## src/rtl/trapcmp_pkg.sv

```systemverilog
package trapcmp_pkg;

  // Condition bit positions inside the mask; the order is fixed behaviour.
  localparam int NUM_COND = 5;
  localparam int IDX_SLT  = 0;
  localparam int IDX_SGT  = 1;
  localparam int IDX_EQ   = 2;
  localparam int IDX_ULT  = 3;
  localparam int IDX_UGT  = 4;

  // Comparison width: wide enough for both the register and the immediate.
  function automatic int cmp_width(input int xlen, input int immw);
    return (xlen > immw) ? xlen : immw;
  endfunction

endpackage

```

## src/rtl/trapcmp_half_sext.sv

```systemverilog
module trapcmp_half_sext #(
  parameter int XLEN = 64,
  parameter int CW   = 64
) (
  input  logic [XLEN-1:0] reg_in,
  output logic [CW-1:0]   opnd
);
  localparam int HALF = XLEN / 2;

  logic [HALF-1:0] low_half;
  assign low_half = reg_in[HALF-1:0];

  generate
    if (CW > HALF) begin : g_ext
      assign opnd = {{(CW-HALF){low_half[HALF-1]}}, low_half};
    end else begin : g_pass
      assign opnd = low_half[CW-1:0];
    end
  endgenerate

  logic unused_upper;
  assign unused_upper = ^reg_in[XLEN-1:HALF];
endmodule

```

## src/rtl/trapcmp_imm_sext.sv

```systemverilog
module trapcmp_imm_sext #(
  parameter int IMM_W = 16,
  parameter int CW    = 64
) (
  input  logic [IMM_W-1:0] imm_in,
  output logic [CW-1:0]    imm_ext
);
  generate
    if (CW > IMM_W) begin : g_ext
      assign imm_ext = {{(CW-IMM_W){imm_in[IMM_W-1]}}, imm_in};
    end else begin : g_pass
      assign imm_ext = imm_in;
    end
  endgenerate
endmodule

```

## src/rtl/trapcmp_cond_eval.sv

```systemverilog
module trapcmp_cond_eval
  import trapcmp_pkg::*;
#(
  parameter int CW = 64
) (
  input  logic [CW-1:0]       lhs,
  input  logic [CW-1:0]       rhs,
  output logic [NUM_COND-1:0] hit
);
  // One signed and one unsigned magnitude compare plus one equality;
  // the "greater" relations are derived from them.
  logic lt_s, lt_u, same;

  assign same = (lhs == rhs);
  assign lt_s = $signed(lhs) < $signed(rhs);
  assign lt_u = lhs < rhs;

  generate
    for (genvar k = 0; k < NUM_COND; k++) begin : g_cond
      if (k == IDX_SLT) begin : g_slt
        assign hit[k] = lt_s;
      end else if (k == IDX_SGT) begin : g_sgt
        assign hit[k] = !lt_s && !same;
      end else if (k == IDX_EQ) begin : g_eq
        assign hit[k] = same;
      end else if (k == IDX_ULT) begin : g_ult
        assign hit[k] = lt_u;
      end else begin : g_ugt
        assign hit[k] = !lt_u && !same;
      end
    end
  endgenerate
endmodule

```

## src/rtl/trap_cmp_top.sv

```systemverilog
module trap_cmp_top
  import trapcmp_pkg::*;
#(
  parameter int XLEN  = 64,
  parameter int IMM_W = 16
) (
  input  logic                clk,
  input  logic                rst,
  input  logic                op_valid,
  input  logic [XLEN-1:0]     reg_val,
  input  logic [IMM_W-1:0]    imm,
  input  logic [NUM_COND-1:0] to_mask,
  output logic                trap_req
);
  localparam int CW = cmp_width(XLEN, IMM_W);

  logic [CW-1:0]       opnd_ext;
  logic [CW-1:0]       imm_ext;
  logic [NUM_COND-1:0] cond_hit;
  logic                fire;

  trapcmp_half_sext #(.XLEN(XLEN), .CW(CW)) u_half (
    .reg_in (reg_val),
    .opnd   (opnd_ext)
  );

  trapcmp_imm_sext #(.IMM_W(IMM_W), .CW(CW)) u_imm (
    .imm_in  (imm),
    .imm_ext (imm_ext)
  );

  trapcmp_cond_eval #(.CW(CW)) u_eval (
    .lhs (opnd_ext),
    .rhs (imm_ext),
    .hit (cond_hit)
  );

  assign fire = op_valid && (|(cond_hit & to_mask));

  always_ff @(posedge clk) begin
    if (rst) begin
      trap_req <= 1'b0;
    end else begin
      trap_req <= fire;
    end
  end
endmodule

```

## config.mk

```make
export PLATFORM = sky130hd
export DESIGN_NAME = trap_cmp_top
export DESIGN_NICKNAME = d
export VERILOG_FILES = /design/src/rtl/trapcmp_pkg.sv /design/src/rtl/trapcmp_half_sext.sv /design/src/rtl/trapcmp_imm_sext.sv /design/src/rtl/trapcmp_cond_eval.sv /design/src/rtl/trap_cmp_top.sv
export SDC_FILE = /design/constraint.sdc
export NUM_CORES = 1
export LEC_CHECK = 0
export ABC_AREA = 1
export CAP_MARGIN = 10
export CORE_MARGIN = 2
export CORE_UTILIZATION = 30
export CTS_CLUSTER_SIZE = 12
export DETAILED_ROUTE_END_ITERATION = 6
export PLACE_DENSITY = 0.77
export SLEW_MARGIN = 25
export SYNTH_ARGS = -nofsm -noshare
export SYNTH_HDL_FRONTEND = slang
export SYNTH_SLANG_ARGS = --single-unit
```

## constraint.sdc

```tcl
create_clock -name clk -period 3.5 [get_ports clk]
set_input_delay 0.7 -clock clk [delete_from_list [all_inputs] [get_ports clk]]
set_output_delay 0.7 -clock clk [all_outputs]
set_load 0.01 [all_outputs]
```

==> metrics.md <==
| Metric | Value |
|---|---|
| Status | completed |
| Area growth syn-to-layout | 72.3% |
| Total negative slack | 0 ns |
| Startpoint Class | input port |
| Post-DR wirelength/cell | 8.20 µm |
| Mapped Area | 912 µm² |
| Critical-path cell list | clkdlybuf4s50_1, ha_1, nand2_1, nor2_2, nand2_2, inv_1, nand2_1, nand2_1, a21oi_2, fa_1, inv_1, a22oi_1, nand2_1, nor2_1, nor2_1 |
| Vias post-DR | 1040 |
| Clock transition at path regs | 0 ns |
| Sw frac | 0.362 |
| Total GRT Usage | 0.114 |
| Buf+Inv Stages, Crit Path | 3 |
| Hold path start | op_valid |
| First-pass GRT wire length | approximately 3300 µm |
| Crit path from | reg_val[31] |
| Routed Antenna Nets | 0 |
| Seq/Total Area, Yosys | 0.0219 |
| Hold slack | 1.25 ns |
| Top reg by flops | trap_req |
| DR vias/cell | about 4.4 |
| Crit Path Category | input port to register |
| Post-layout util | 0.528 |
| Final setup fails | 0 |
| Pins Over Slew Limit | 0 |
| Worst path max stage delay | roughly 0.52 ns |
| Mapped Cells | ~140 |
| Number of remaining DRC errors | 0 |
| Slew HR | 0.897 |
| Most frequent CP cell | nand2_1 |
| Cell variety after synth | 15 |
| Largest net degree at the start of global routing | 18 |
| Int Power | 113 µW |
| Final net count | 326 |
| Crit path max-delay family | adder cells |
| RSZ-0062 raised after global routing | no |
| Min-Delay Path Depth | 3 |
| Syn_nets | about 260 |
| Endpoints failing hold | 0 |
| Switching power | between 60 and 70 µW |
| Sequential standard cell area | about 20 µm² |
| Clk network pwr share | 0 |
| Peak supply drop | about 48 µV |
| Die X | 59.1 µm |
| Core area | ~0.0030 mm² |
| Slew @ Worst Pin | ~0.15 ns |
| Max reg flops | 1 |
| Final-layout fill cell count | between 300 and 400 |
| Total Wirelength | approximately 1900 µm |
| Area occupied by multi-input gates | ~800 µm² |
| GPL Wtd Cong | about 0.73 |
| CP max stage cell | fa_1 |
| Rows | 20 |
| YS warnings | 0 |
| CP Capture Type | register |
| Average size of a mapped cell | 6.38 µm² |
| I/O pins | just under 90 |
| PortBufs | 56 |
| HP Class | input port to register |
| Reg power frac | 0.072 |
| Drt initial violations | 13 |
| PD cells | between 100 and 150 mW/mm² |
| Arrival time at the worst endpoint | around 2.9 ns |
| Die Footprint | between 0.003 and 0.004 mm² |
| Max_cap viols | 0 |
| Die height | roughly 59 µm |
| Crit path max fanout | 3 |
| Fraction of layout cells with a size suffix above 1 | 0.0690 |
| Diodes inserted | 0 |
| Top Registers | trap_req: 1 flops |
| Standby leakage power | slightly above 0.8 nW |
| Combinational Power Share | 0.928 |
| Vias in the first global route | 926 |
| Initial antenna violation count | 0 |
| Peak Freq | between 300 and 400 MHz |
| Data required time of the worst path | around 3.4 ns |
| DRT Pass-1 Iters | 4 |
| Post-route clock period utilization | 0.851 |
| Initial Util | 0.306 |
| Synthesized flop and latch total | 1 |
| Post-DP HPWL | approximately 1800 µm |
| Fin crit period | 2.98 ns |
| Grt ovf | 0 |
| Overall power | around 180 µW |
| Hold path endpoint | trap_req |
## area by class of cell
class	instances	area share
inverters	28	0.0693
multi-input cells	114	0.506
flip-flops and latches	1	0.0127
well taps	33	0.0263
repair buffers	60	0.385
## stage by stage
stage / instance area (µm²) / setup WS (ns) / instances
4_1_cts: 1530 / 0.0810 / 234
6_report: 1570 / 0.520 / 236
2_1_floorplan: 912 / 0.798 / 143
3_5_place_dp: 1530 / 0.0869 / 234
5_1_grt: 1570 / 0.236 / 236
3_3_place_gp: 1530 / 0.110 / 234
## tightest hold or removal path, delay by kind of cell
kind	cells	cell delay, ns
AND/OR/NAND/NOR	2	0.11
buffers and inverters	1	0.40
## cells in the mapped netlist, drive strengths merged
cell | number | area, µm²
a21oi | 16 | 80.1
nand3 | 2 | 10.0
o21ai | 4 | 20.0
fa | 1 | 20.0
o21a | 2 | 15.0
inv | 28 | 105
a22oi | 1 | 7.51
nand2 | 41 | 161
o21bai | 1 | 7.51
dfxtp | 1 | 20.0
nor2 | 14 | 65.1
ha | 32 | 400
## layer usage
metal	wire length, µm	vias to the layer above	GRT usage	part of all wire
met4	0	0	0	0
li1	-	582	-	-
met2	916	31	0.227	0.47
met3	146	0	0.00655	0.075
met1	872	427	0.141	0.45
met5	0	-	0	0
## cell families after synthesis
group / after synthesis / synth area share
buffers and inverters: 28 / 0.115
AND/OR/NAND/NOR: 57 / 0.259
flip-flops: 1 / 0.0219
adder cells (fa/ha/maj): 33 / 0.461
AO/OA/AOI/OAI: 24 / 0.143
## cell usage in the layout (no fill, tap or decap), types with 2 or more instances in the layout
| cell type | count |
|---|---|
| clkdlybuf4s50_1 | 55 |
| nand2_1 | 38 |
| ha_1 | 32 |
| inv_1 | 27 |
| a21oi_1 | 15 |
| nor2_1 | 9 |
| nor2_2 | 4 |
| o21ai_0 | 3 |
| nand2_2 | 3 |
| buf_4 | 3 |
| o21a_1 | 2 |
| nand3_1 | 2 |
## repair_timing
action                                  CTS  global route
hold buffers                              0             0
endpoints found under the setup margin    0             1
gates resized for setup                   0             6
setup buffers                             0             2
hold endpoints to repair                  0             0
## worst max-delay path by stage
stage               end  slack [ns]  depth (start not counted)
2_1_floorplan  trap_req        0.80                         16
3_3_place_gp   trap_req        0.11                         15
3_5_place_dp   trap_req        0.09                         15
4_1_cts        trap_req        0.08                         15
5_1_grt        trap_req        0.24                         16
6_report       trap_req        0.52                         15
## power by group through the flow
| stage | logic, mW | clock network (mW) | registers [mW] |
|---|---|---|---|
| floorplan | 0.0783 | 0 | 0.0134 |
| global placement | 0.156 | 0 | 0.0128 |
| detailed placement | 0.160 | 0 | 0.0128 |
| CTS | 0.161 | 0 | 0.0128 |
| global route | 0.191 | 0 | 0.0128 |
| finish | 0.164 | 0 | 0.0128 |
No activity file was read; power rests on OpenSTA's default activity.
